**config.mk**
```make
export PLATFORM = sky130hd
export DESIGN_NAME = line_refill_ctrl
export DESIGN_NICKNAME = d
export VERILOG_FILES = /design/src/rtl/lrc_pkg.sv /design/src/rtl/lrc_tag_store.sv /design/src/rtl/lrc_line_store.sv /design/src/rtl/line_refill_ctrl.sv
export SDC_FILE = /design/constraint.sdc
export NUM_CORES = 1
export LEC_CHECK = 0
export BUFFER_PORTS_ARGS = -buffer_cell sky130_fd_sc_hd__buf_4
export CAP_MARGIN = 30
export CORE_UTILIZATION = 30
export CTS_CLUSTER_DIAMETER = 60
export CTS_CLUSTER_SIZE = 14
export DETAILED_ROUTE_END_ITERATION = 10
export GPL_TIMING_DRIVEN = 0
export HOLD_SLACK_MARGIN = 0.08
export SYNTH_ARGS = -nofsm -noshare
export SYNTH_HDL_FRONTEND = slang
export SYNTH_SLANG_ARGS = --single-unit
export TNS_END_PERCENT = 30
```
**constraint.sdc**
```tcl
create_clock -name clk -period 12.45 [get_ports clk]
set_clock_uncertainty 0.15 [all_clocks]
set_input_delay 0.6225 -clock clk [delete_from_list [all_inputs] [get_ports clk]]
set_output_delay 0.6225 -clock clk [all_outputs]
set_load 0.005 [all_outputs]
```
**src/rtl/lrc_pkg.sv**
```systemverilog
package lrc_pkg;
    typedef enum logic [2:0] {
        ST_IDLE,
        ST_LOOKUP,
        ST_VICTIM,
        ST_WBACK,
        ST_RDREQ,
        ST_RWAIT,
        ST_FILL
    } ctl_state_e;
endpackage

```
**src/rtl/lrc_tag_store.sv**
```systemverilog
module lrc_tag_store #(
    parameter int NUM_LINES = 4,
    parameter int TAG_W     = 8,
    localparam int IDX_W    = $clog2(NUM_LINES)
) (
    input  logic             clk,
    input  logic             rst_n,
    input  logic [IDX_W-1:0] idx,
    input  logic             fill_en,
    input  logic [TAG_W-1:0] fill_tag,
    input  logic             mark_dirty,
    output logic             line_valid,
    output logic             line_dirty,
    output logic [TAG_W-1:0] line_tag
);
    logic [NUM_LINES-1:0] valid_q;
    logic [NUM_LINES-1:0] dirty_q;
    logic [TAG_W-1:0]     tag_q [NUM_LINES];

    always_ff @(posedge clk or negedge rst_n) begin
        if (!rst_n) begin
            valid_q <= '0;
            dirty_q <= '0;
        end else begin
            if (fill_en) begin
                valid_q[idx] <= 1'b1;
                dirty_q[idx] <= 1'b0;
            end
            if (mark_dirty) begin
                dirty_q[idx] <= 1'b1;
            end
        end
    end

    for (genvar i = 0; i < NUM_LINES; i++) begin : g_tag
        always_ff @(posedge clk) begin
            if (fill_en && (idx == IDX_W'(i))) begin
                tag_q[i] <= fill_tag;
            end
        end
    end

    assign line_valid = valid_q[idx];
    assign line_dirty = dirty_q[idx];
    assign line_tag   = tag_q[idx];
endmodule

```
**src/rtl/lrc_line_store.sv**
```systemverilog
module lrc_line_store #(
    parameter int WORD_W = 32,
    parameter int DEPTH  = 16,
    localparam int AW    = $clog2(DEPTH)
) (
    input  logic              clk,
    input  logic [AW-1:0]     rd_addr,
    output logic [WORD_W-1:0] rd_data,
    input  logic              wr_en,
    input  logic [AW-1:0]     wr_addr,
    input  logic [WORD_W-1:0] wr_data
);
    logic [WORD_W-1:0] mem_q [DEPTH];

    always_ff @(posedge clk) begin
        if (wr_en) begin
            mem_q[wr_addr] <= wr_data;
        end
    end

    assign rd_data = mem_q[rd_addr];
endmodule

```
**src/rtl/line_refill_ctrl.sv**
```systemverilog
module line_refill_ctrl
    import lrc_pkg::*;
#(
    parameter int ADDR_W     = 12,
    parameter int WORD_W     = 32,
    parameter int LINE_WORDS = 4,
    parameter int NUM_LINES  = 4,
    parameter int BEAT_CYC   = 2,
    localparam int OFF_W     = $clog2(LINE_WORDS),
    localparam int IDX_W     = $clog2(NUM_LINES),
    localparam int TAG_W     = ADDR_W - OFF_W - IDX_W,
    localparam int LADDR_W   = ADDR_W - OFF_W
) (
    input  logic               clk,
    input  logic               rst_n,
    input  logic               req_valid,
    input  logic               req_write,
    input  logic [ADDR_W-1:0]  req_addr,
    input  logic [WORD_W-1:0]  req_wdata,
    output logic               req_ready,
    output logic               miss_stall,
    output logic               resp_valid,
    output logic [WORD_W-1:0]  resp_rdata,
    output logic               mem_req,
    output logic [LADDR_W-1:0] mem_addr,
    output logic               mem_wvalid,
    output logic [WORD_W-1:0]  mem_wdata,
    input  logic               mem_rvalid,
    input  logic [WORD_W-1:0]  mem_rdata
);
    localparam int SUB_W = (BEAT_CYC > 1) ? $clog2(BEAT_CYC) : 1;
    localparam logic [SUB_W-1:0] SUB_LAST  = SUB_W'(BEAT_CYC - 1);
    localparam logic [OFF_W-1:0] BEAT_LAST = OFF_W'(LINE_WORDS - 1);

    typedef struct packed {
        ctl_state_e        st;
        logic [ADDR_W-1:0] addr;
        logic              wr;
        logic [WORD_W-1:0] wdata;
        logic [SUB_W-1:0]  sub;
        logic [OFF_W-1:0]  beat;
        logic              rsp;
        logic [WORD_W-1:0] rdata;
    } ctl_t;

    ctl_t c_d, c_q;

    logic [IDX_W-1:0]  idx;
    logic [TAG_W-1:0]  tag;
    logic [OFF_W-1:0]  off;
    logic              line_valid, line_dirty, hit;
    logic [TAG_W-1:0]  line_tag;
    logic              fill_en, mark_dirty;
    logic [OFF_W-1:0]  rd_off, wr_off;
    logic [WORD_W-1:0] rd_data, wr_data;
    logic              wr_en;

    assign idx = c_q.addr[OFF_W +: IDX_W];
    assign tag = c_q.addr[ADDR_W-1 -: TAG_W];
    assign off = c_q.addr[OFF_W-1:0];
    assign hit = line_valid && (line_tag == tag);

    lrc_tag_store #(.NUM_LINES(NUM_LINES), .TAG_W(TAG_W)) u_tags (
        .clk        (clk),
        .rst_n      (rst_n),
        .idx        (idx),
        .fill_en    (fill_en),
        .fill_tag   (tag),
        .mark_dirty (mark_dirty),
        .line_valid (line_valid),
        .line_dirty (line_dirty),
        .line_tag   (line_tag)
    );

    lrc_line_store #(.WORD_W(WORD_W), .DEPTH(NUM_LINES * LINE_WORDS)) u_data (
        .clk     (clk),
        .rd_addr ({idx, rd_off}),
        .rd_data (rd_data),
        .wr_en   (wr_en),
        .wr_addr ({idx, wr_off}),
        .wr_data (wr_data)
    );

    always_comb begin
        c_d        = c_q;
        c_d.rsp    = 1'b0;
        wr_en      = 1'b0;
        wr_off     = off;
        wr_data    = c_q.wdata;
        rd_off     = off;
        fill_en    = 1'b0;
        mark_dirty = 1'b0;
        mem_req    = 1'b0;
        mem_wvalid = 1'b0;
        unique case (c_q.st)
            ST_IDLE: begin
                if (req_valid) begin
                    c_d.st    = ST_LOOKUP;
                    c_d.addr  = req_addr;
                    c_d.wr    = req_write;
                    c_d.wdata = req_wdata;
                end
            end
            ST_LOOKUP: begin
                if (hit) begin
                    c_d.st  = ST_IDLE;
                    c_d.rsp = 1'b1;
                    if (c_q.wr) begin
                        wr_en      = 1'b1;
                        mark_dirty = 1'b1;
                        c_d.rdata  = c_q.wdata;
                    end else begin
                        c_d.rdata  = rd_data;
                    end
                end else begin
                    c_d.st = ST_VICTIM;
                end
            end
            ST_VICTIM: begin
                c_d.sub  = '0;
                c_d.beat = '0;
                c_d.st   = (line_valid && line_dirty) ? ST_WBACK : ST_RDREQ;
            end
            ST_WBACK: begin
                mem_wvalid = 1'b1;
                rd_off     = c_q.beat;
                if (c_q.sub == SUB_LAST) begin
                    c_d.sub  = '0;
                    c_d.beat = c_q.beat + 1'b1;
                    if (c_q.beat == BEAT_LAST) c_d.st = ST_RDREQ;
                end else begin
                    c_d.sub = c_q.sub + 1'b1;
                end
            end
            ST_RDREQ: begin
                mem_req  = 1'b1;
                c_d.sub  = '0;
                c_d.beat = '0;
                c_d.st   = ST_RWAIT;
            end
            ST_RWAIT: begin
                if (mem_rvalid) begin
                    if (c_q.sub == SUB_LAST) begin
                        wr_en    = 1'b1;
                        wr_off   = c_q.beat;
                        wr_data  = mem_rdata;
                        c_d.sub  = '0;
                        c_d.beat = c_q.beat + 1'b1;
                        if (c_q.beat == BEAT_LAST) c_d.st = ST_FILL;
                    end else begin
                        c_d.sub = c_q.sub + 1'b1;
                    end
                end
            end
            ST_FILL: begin
                fill_en = 1'b1;
                c_d.st  = ST_LOOKUP;
            end
            default: c_d.st = ST_IDLE;
        endcase
    end

    always_ff @(posedge clk or negedge rst_n) begin
        if (!rst_n) begin
            c_q    <= '0;
            c_q.st <= ST_IDLE;
        end else begin
            c_q <= c_d;
        end
    end

    assign req_ready  = (c_q.st == ST_IDLE);
    assign miss_stall = (c_q.st == ST_VICTIM) || (c_q.st == ST_WBACK) ||
                        (c_q.st == ST_RDREQ)  || (c_q.st == ST_RWAIT) ||
                        (c_q.st == ST_FILL);
    assign resp_valid = c_q.rsp;
    assign resp_rdata = c_q.rdata;
    assign mem_addr   = (c_q.st == ST_WBACK) ? {line_tag, idx} : {tag, idx};
    assign mem_wdata  = rd_data;
endmodule

```
==> results of run 1 <==
power by group through the flow:
stage | clock network [uW] | logic, uW | registers, uW
floorplan | 0 | 1950 | 2840
global placement | 0 | 3100 | 2880
detailed placement | 0 | 3220 | 2890
CTS | 1810 | 3240 | 2840
global route | 1890 | 3430 | 2860
finish | 1780 | 3220 | 2840
cell usage after synthesis (4+ instances only):
cell type  instances
or2_2              5
buf_2             32
buf_1             13
nand2b_1           8
mux2_1             6
o22ai_1           64
clkbuf_1          71
nand2_1           78
nor2b_1            9
or4_1             32
edfxtp_1         544
o41ai_1           32
buf_4             45
mux2_2            86
and2_1             5
a31o_2             4
xor2_1             6
mux4_2           265
dfrtp_1           92
a21oi_1           14
nor3_1           161
mux2_4            20
nor2_1            11
a211oi_1           5
sequential cells by signal, summed over array words and instances (netlist names), named ones only:
register,cells
resp_rdata,32
c_q,51
u_tags.valid_q,4
u_data.mem_q,512
u_tags.tag_q,32
u_tags.dirty_q,3
resp_valid,1
layer usage:
layer / track usage, % / wire length (um) / up-vias
met1: 23.6 / 36100 / 9363
met4: 5.00 / 2200 / 0
li1: - / - / 7470
met2: 29.2 / 42800 / 726
met3: 2.62 / 5660 / 133
met5: 0 / 0 / -
critical path: stages (launching register included):
cell	delay (ps)
dfrtp_1	440
nand3b_1	310
buf_2	300
buf_1	320
nand2_1	550
clkbuf_1	690
o22ai_1	340
nor3_1	420
buf_4	180
final timing paths:
path	depth (start not counted)	to
max in group asynchronous	3	resp_rdata[17]$_DFFE_PN0P_
setup / recovery	8	mem_wdata[9]
hold reg to reg	1	u_tags.valid_q[2]$_DFFE_PN0P_
hold / removal	2	c_q[80]$_DFFE_PN0P_
setup reg to reg	9	u_data.mem_q[9][31]$_DFFE_PP_
min in group asynchronous	2	c_q[74]$_DFFE_PN0P_
what timing repair did:
item / CTS / global route
hold buffers: 44 / 0
endpoints found under the hold margin: 92 / 0
endpoints found under the setup margin: 0 / 0
resized for setup: 0 / 0
cell type report:
class | count | area [sq um]
Clock buffer | 86 | 1570
Fill cell | 9002 | 61700
Timing Repair Buffer | 241 | 2310
Multi-Input combinational cell | 840 | 10200
Sequential cell | 636 | 18600
Inverter | 2 | 7.51
Buffer | 167 | 898
Tap cell | 1276 | 1600
Clock inverter | 22 | 273
through the flow:
stage / hold WS (ps) / util, % / std cells
6_report: 106 / 36.5 / 3270
5_1_grt: 99.3 / 36.5 / 3270
4_1_cts: 83.1 / 36.4 / 3265
3_5_place_dp: 305 / 34.1 / 3113
3_3_place_gp: 296 / 33.3 / 3080
2_1_floorplan: 177 / - / 1645
cells by family after synthesis:
group	count (synthesis)	share of synthesized area, %
AND/OR/NAND/NOR	321	5.58
AO/OA/AOI/OAI	129	3.05
adder cells (fa/ha/maj)	1	0.0424
XOR/XNOR	8	0.237
buffers and inverters	169	3.07
flip-flops	636	63.1
multiplexers	381	24.9
==> metrics.yaml, run 1 <==
status: "finished, final reports clean"
p_int_uw: 5020
postPlaceCellArea_sq_mm: 0.0331
ys_seq_area_share_pct: 63.1
htreeDepth: 2
clock_path_buffers: 3
wl_per_cell_um: 26.5
clkSlewWorstSetupHoldPaths_ps: 60
period_share_pct: 39.9
design.die.area_sq_mm: 0.0997
setup_viol: 0
fin_ws_ps: 7480
dieHeight_um: 316
grt_pass1_vias: 18922
cp.required_ps: 11680
root_buffer: "clkbuf_16"
setup_tns_ps: 0
hold_path.class: "in2reg"
peakVddDrop_mv: 0.175
slew_headroom_pct: 33.9
pwr-share-clk_pct: 22.7
min_period_ps: 4970
grt_pass1_wl_um: 128000
syn_nets: 1727
end_kind: "primary output"
initial_core_util_pct: 30.4
vias: 17692
critPathArrivalTime_ps: 4200
rr_startpoint: "c_q[71]$_DFFE_PN0P_"
syn_area_per_cell_sq_um: 18.0
tightest_slew_ps: 989
core-area_sq_mm: 0.0971
fin_area_sq_mm: 0.0355
drt_wl_total_um: 86800
cts.sinks: 636
dieWidth_um: 316
p_sw_uw: 2810
via_per_inst: 5.41
ant_nets: 0
synth_enable_flop_cells: 544
p_seq_share_pct: 36.2
io_pins: 160
cts_setup_buffers: 0
area_growth_pct: 20.1
p_leak_uw: 0.0117
synth_area_leaders: "edfxtp_1, mux4_2, dfrtp_1, mux2_2, nor3_1"
grt.total_usage_pct: 17.5
combPwrFrac_pct: 41.0
yosys.area.top_type_share_pct: 55.3
clkLatencyLatePin_ps: 660
yosys_register_bits: 636
startpoint: "c_q[83]$_DFFE_PN0P_"
syn_area_sq_mm: 0.0295
drive_gt1_share_pct: 37.9
rows: 114
yosys_warnings: 0
switching_share_pct: 35.9
first_pass_iters: 5
max_cap_violations: 0
final_cell_mix: "edfxtp_1, mux4_2, buf_4"
antenna_found_initial: 0
place_congestion: 0.808
cp_max_fo: 10
cts_buffers: 58
drc: 0
r2r_setup_slack_ps: 7790
rsz0062_at_grt: "false"
hold_viol: 0
power_uw: 7840
grt_start_max_net_pins: 51
dp_slack_ps: 7760
cts_tree: "yes"
nets: 2028
slew_viol_final: 0
p_per_area_mw_per_mm2: 221
dp_hpwl_um: 60700
postSynth.asyncResetShare_pct: 14.5
globalRouteOverflowTotal: 0
synthFlopType: "edfxtp_1"
port_buffers: 159
n_antenna_cell: 0
final_common_cell: "edfxtp_1"
ys_types: 47
fmax_mhz: 201
path_class: "reg2out"
syn_inst: 1645
critPathLaunchType: "flop"
synth_area_leader_cell: "edfxtp_1"
drt_iter0_drc: 1619
min-delay-start: "req_addr[11]"
(Power assumes the default switching activity.)
==> run 2: changes to the inputs <==
Clock period 12.45 ns to 4.78 ns, I/O delays scaled along.
==> metrics.yaml, run 2 (synthesis results as in run 1) <==
status: "finished, final reports clean"
fmax_mhz: 217
setup_viol: 0  # unchanged
ant_nets: 0  # unchanged
top_register: "u_data.mem_q"
nets: 2069  # +2.0%
p_leak_uw: 0.0119  # +1.6%
path_class: "reg2reg"
design.die.area_sq_mm: 0.0997  # unchanged
slew_viol_final: 0  # unchanged
clkLatencyLatePin_ps: 660  # about the same
critPathLaunchType: "flop"
grt_start_max_net_pins: 46  # -9.8%
port_buffers: 159  # unchanged
utilization_pct: 37.0  # +0.45 points
largestRegisters: "u_data.mem_q: 512 flops, c_q: 51 flops"
whs_ps: 208  # +102 ps
area_growth_pct: 21.6
slowest_stage: "a21oi_4"
path_cells: "buf_6 -> mux4_2 -> xor2_1 -> nor4_4 -> nand4_1 -> clkbuf_1 -> buf_8 -> a21oi_4 -> buf_16"
n_fill_cell: 8968  # -0.38%
p_per_area_mw_per_mm2: 569  # +160%
max_cap_violations: 0  # unchanged
cp.required_ps: 4980  # -6700 ps
hold_path.class: "in2reg"
core-area_sq_mm: 0.0971  # unchanged
tightest_slew_ps: 973  # -15.9 ps
hold_viol: 0  # unchanged
drt_wl_total_um: 87100  # +0.36%
critPathTopFamily: "buffers and inverters"
via_per_inst: 5.39  # -0.43%
htreeDepth: 2  # unchanged
critPathArrivalTime_ps: 4820  # +620 ps
first_pass_iters: 5  # unchanged
rows: 114  # unchanged
grt.total_usage_pct: 17.5  # +0.052 points
cpPeakStageDelay_ps: 730  # +40 ps
antenna_found_initial: 0  # unchanged
cts_tree: "yes"
drc: 0  # unchanged
final_common_cell: "edfxtp_1"
wl_per_cell_um: 26.3  # -0.88%
drive_gt1_share_pct: 37.3  # -0.62 points
clkSlewWorstSetupHoldPaths_ps: 70  # about the same
cp.buffers_inverters: 4  # unchanged
min_period_ps: 4620
dieHeight_um: 316  # unchanged
cts_buffers: 58  # unchanged
vias: 17837  # +0.82%
grt_pass1_vias: 19051  # +0.68%
largest_reg_flops: 512  # unchanged
peakVddDrop_mv: 0.454  # +160%
io_pins: 160  # unchanged
cp_max_fo: 17  # +7
final_cell_mix: "edfxtp_1, mux4_2, buf_4"
rsz0062_at_grt: "false"
dieWidth_um: 316  # unchanged
n_antenna_cell: 0  # unchanged
clock_path_buffers: 3  # unchanged
power_uw: 20400  # +160%
initial_core_util_pct: 30.4  # unchanged
globalRouteOverflowTotal: 0  # unchanged
root_buffer: "clkbuf_16"
cts.sinks: 636  # unchanged
period_share_pct: 96.6
end_kind: "flop"
slew_headroom_pct: 34.8  # +0.91 points
drt_iter0_drc: 1721  # +6.3%
grt_pass1_wl_um: 128000  # +0.36%
post_cts_resized: 0  # unchanged
dp_hpwl_um: 60700  # unchanged
place_congestion: 0.808  # unchanged
==> run 2: through the flow <==
| stage | setup slack (ps) | cells | cell area [sq um] | TNS, ps |
|---|---|---|---|---|
| 6_report | 164 | 3311 | 35900 | 0 |
| 3_3_place_gp | -3540 | 3080 | 32300 | -1049020 |
| 4_1_cts | 94.6 | 3303 | 35800 | 0 |
| 3_5_place_dp | 86.9 | 3113 | 33100 | 0 |
| 2_1_floorplan | -125 | 1645 | 29500 | -15980 |
| 5_1_grt | 2.23 | 3311 | 35900 | 0 |
==> run 2: path summary, 6_finish.rpt <==
check	depth (start not counted)	startpoint	slack, ps	to
max	9	c_q[71]$_DFFE_PN0P_	160	u_data.mem_q[14][17]$_DFFE_PP_
min	3	req_wdata[14]	210	c_q[50]$_DFFE_PN0P_
max reg2reg	9	c_q[71]$_DFFE_PN0P_	160	u_data.mem_q[14][17]$_DFFE_PP_
min reg2reg	1	u_tags.valid_q[2]$_DFFE_PN0P_	320	u_tags.valid_q[2]$_DFFE_PN0P_
max in group asynchronous	4	rst_n	2620	c_q[74]$_DFFE_PN0P_
min in group asynchronous	3	rst_n	580	u_tags.valid_q[0]$_DFFE_PN0P_
==> run 2: repair_timing <==
action,CTS,global route
buffers inserted,0,3
hold buffers,82,0
endpoints found under the setup margin,0,18
endpoints found under the hold margin,653,0
==> run 2: final cells by class <==
type	count	area [sq um]	share of cell area, %
Inverter	2	7.51	0.0209
Multi-Input combinational cell	840	10200	28.3
Buffer	167	898	2.50
Timing Repair Buffer	282	2760	7.67
Clock inverter	22	273	0.760
Tap cell	1276	1600	4.45
Clock buffer	86	1570	4.36
Sequential cell	636	18600	51.9
==> run 2: worst register-to-register path, cell delays in order, from the launching register on <==
cell and delay (ps):
dfrtp_1 410, buf_6 210, mux4_2 550, xor2_1 190, nor4_4 400, nand4_1 690, clkbuf_1 480, buf_8 250
a21oi_4 740, buf_16 250
==> run 2: report_power, final <==
group | total, uW | internal, uW | switching [uW]
registers | 7390 | 7130 | 265
clock network | 4640 | 2470 | 2170
logic | 8400 | 3520 | 4880
==> run 2: metal layers <==
metal | routed length, um | global-route usage, % | up-vias
li1 | - | - | 7547
met1 | 35900 | 23.6 | 9373
met2 | 42800 | 29.4 | 774
met3 | 6010 | 2.62 | 143
met4 | 2330 | 4.91 | 0
met5 | 0 | 0 | -
==> run 3: changes to the inputs <==
Settings changed: PLACE_DENSITY from default to 0.45.
==> metrics.yaml, run 3 (synthesis results as in run 1) <==
largest_reg_flops: 512  # unchanged
slew_headroom_pct: 31.2  # -3.6 points
peakVddDrop_mv: 0.452  # -0.45%
max_cap_violations: 0  # unchanged
startpoint: "c_q[83]$_DFFE_PN0P_"
p_per_area_mw_per_mm2: 590  # +3.7%
vias: 17781  # -0.31%
cp.buffers_inverters: 4  # unchanged
n_antenna_cell: 0  # unchanged
n_fill_cell: 9051  # +0.93%
dp_hpwl_um: 65300  # +7.5%
ant_nets: 0  # unchanged
wl_per_cell_um: 28.0  # +6.4%
drc: 0  # unchanged
htreeDepth: 3  # +1
grt.total_usage_pct: 18.9  # +1.4 points
cp_max_fo: 10  # -7
nets: 2092  # +1.1%
cts.sinks: 636  # unchanged
drive_gt1_share_pct: 39.0  # +1.7 points
initial_core_util_pct: 30.4  # unchanged
cp.required_ps: 4390  # -590 ps
cpPeakStageDelay_ps: 690  # -40 ps
final_cell_mix: "edfxtp_1, mux4_2, buf_4"
critPathArrivalTime_ps: 4180  # -640 ps
first_pass_iters: 5  # unchanged
hold_path.class: "in2reg"
core-area_sq_mm: 0.0971  # unchanged
clkLatencyLatePin_ps: 610  # -50 ps
path_depth: 8  # -1
rsz0062_at_grt: "false"
cp-endpoint: "mem_wdata[29]"
via_per_inst: 5.33  # -1.1%
place_congestion: 0.754  # -6.7%
grt_pass1_vias: 19088  # +0.19%
critPathTopFamily: "buffers and inverters"
drt_iter0_drc: 1415  # -18%
cts_buffers: 69  # +19%
clkSlewWorstSetupHoldPaths_ps: 60  # about the same
root_buffer: "clkbuf_16"
design.die.area_sq_mm: 0.0997  # unchanged
slowest_stage: "nand2_1"
hold_viol: 0  # unchanged
p_leak_uw: 0.0122  # +2.8%
power_uw: 21600  # +5.5%
top_register: "u_data.mem_q"
min_path_cells: 2  # -1
antenna_found_initial: 0  # unchanged
drt_wl_total_um: 93400  # +7.2%
dieWidth_um: 316  # unchanged
period_share_pct: 95.6  # -1.0 points
r2r_setup_slack_ps: 590  # +430 ps
slew_viol_final: 0  # unchanged
fmax_mhz: 219  # +1.1%
globalRouteOverflowTotal: 0  # unchanged
utilization_pct: 37.6  # +0.64 points
port_buffers: 159  # unchanged
r2r_cells: 7  # -2
clock_path_buffers: 3  # unchanged
critPathLaunchType: "flop"
grt_pass1_wl_um: 135000  # +5.2%
end_kind: "primary output"
rr_startpoint: "c_q[69]$_DFFE_PN0P_"
largestRegisters: "u_data.mem_q: 512 flops, c_q: 51 flops"
status: "finished, final reports clean"
setup_viol: 0  # unchanged
tightest_slew_ps: 1030  # +59.0 ps
path_cells: "nand3b_1 -> inv_1 -> clkbuf_1 -> nand2_1 -> clkbuf_1 -> o22ai_1 -> nor3_1 -> buf_4"
rows: 114  # unchanged
dieHeight_um: 316  # unchanged
cts_tree: "yes"
whs_ps: 170  # -37.9 ps
min_period_ps: 4570  # -48.6 ps
cpMostUsedCell: "clkbuf_1"
path_class: "reg2out"
r2r_end: "u_data.mem_q[7][19]$_DFFE_PP_"
final_common_cell: "edfxtp_1"
grt_start_max_net_pins: 47  # +2.2%
io_pins: 160  # unchanged
area_growth_pct: 23.7
## run 3: cell types whose count changed in the layout (fill, tap and decap cells not counted), sizes merged
| cell | delta |
|---|---|
| clkbuf | -2 |
| clkinv | +9 |
| bufinv | +1 |
| buf | +14 |
| dlygate4sd3 | -2 |
| clkinvlp | -1 |
| clkdlybuf4s15 | +1 |
| inv | +6 |
## run 3: per-layer routing
metal	global-route usage [%]	part of all wire, %	up-vias	routed length, um
met5	0	0	-	0
met4	5.08	2.4	0	2290
met3	3.96	5.4	120	5060
met2	31.4	49	492	45700
met1	25.2	43	9562	40300
li1	-	-	7607	-
## run 3: worst min path at each step
stage,startpoint,to,slack (ps)
global route,mem_rdata[8],u_data.mem_q[2][8]$_DFFE_PP_,140
global placement,u_tags.valid_q[3]$_DFFE_PN0P_,u_tags.valid_q[3]$_DFFE_PN0P_,300
detailed placement,rst_n,c_q[74]$_DFFE_PN0P_,-120
floorplan,rst_n,asynchronous set/reset pin,-210
CTS,mem_rdata[8],u_data.mem_q[7][8]$_DFFE_PP_,120
finish,mem_rdata[8],u_data.mem_q[0][8]$_DFFE_PP_,170
## run 3: cell type report
type,count,area [sq um],area share (%)
Buffer,166,901,2.47
Clock buffer,85,1890,5.17
Clock inverter,37,395,1.08
Inverter,2,7.51,0.0205
Multi-Input combinational cell,840,10200,27.9
Sequential cell,636,18600,51.0
Tap cell,1276,1600,4.37
Timing Repair Buffer,295,2930,8.01
## run 3: what timing repair did
item / in CTS / in global routing
gates resized for setup: 1 / 3
hold endpoints to repair: 612 / 0
pin swaps: 0 / 1
buffers inserted: 0 / 6
setup endpoints to repair: 4 / 99
hold buffers: 80 / 0
## run 3: power by group
part	total (uW)	switching, uW	internal (uW)
clock network	5510	2420	3090
logic	8660	5080	3590
registers	7380	252	7130
## run 3: per-stage QoR
step | area [sq um] | cells | setup TNS [ps] | worst slack (ps)
after floorplan | 29500 | 1645 | -15980 | -125
after global placement | 32300 | 3080 | -1253010 | -4210
after detailed placement | 33400 | 3127 | 0 | 147
after CTS | 36400 | 3329 | 0 | 2.01
after global routing | 36500 | 3337 | 0 | 78.6
final | 36500 | 3337 | 0 | 213
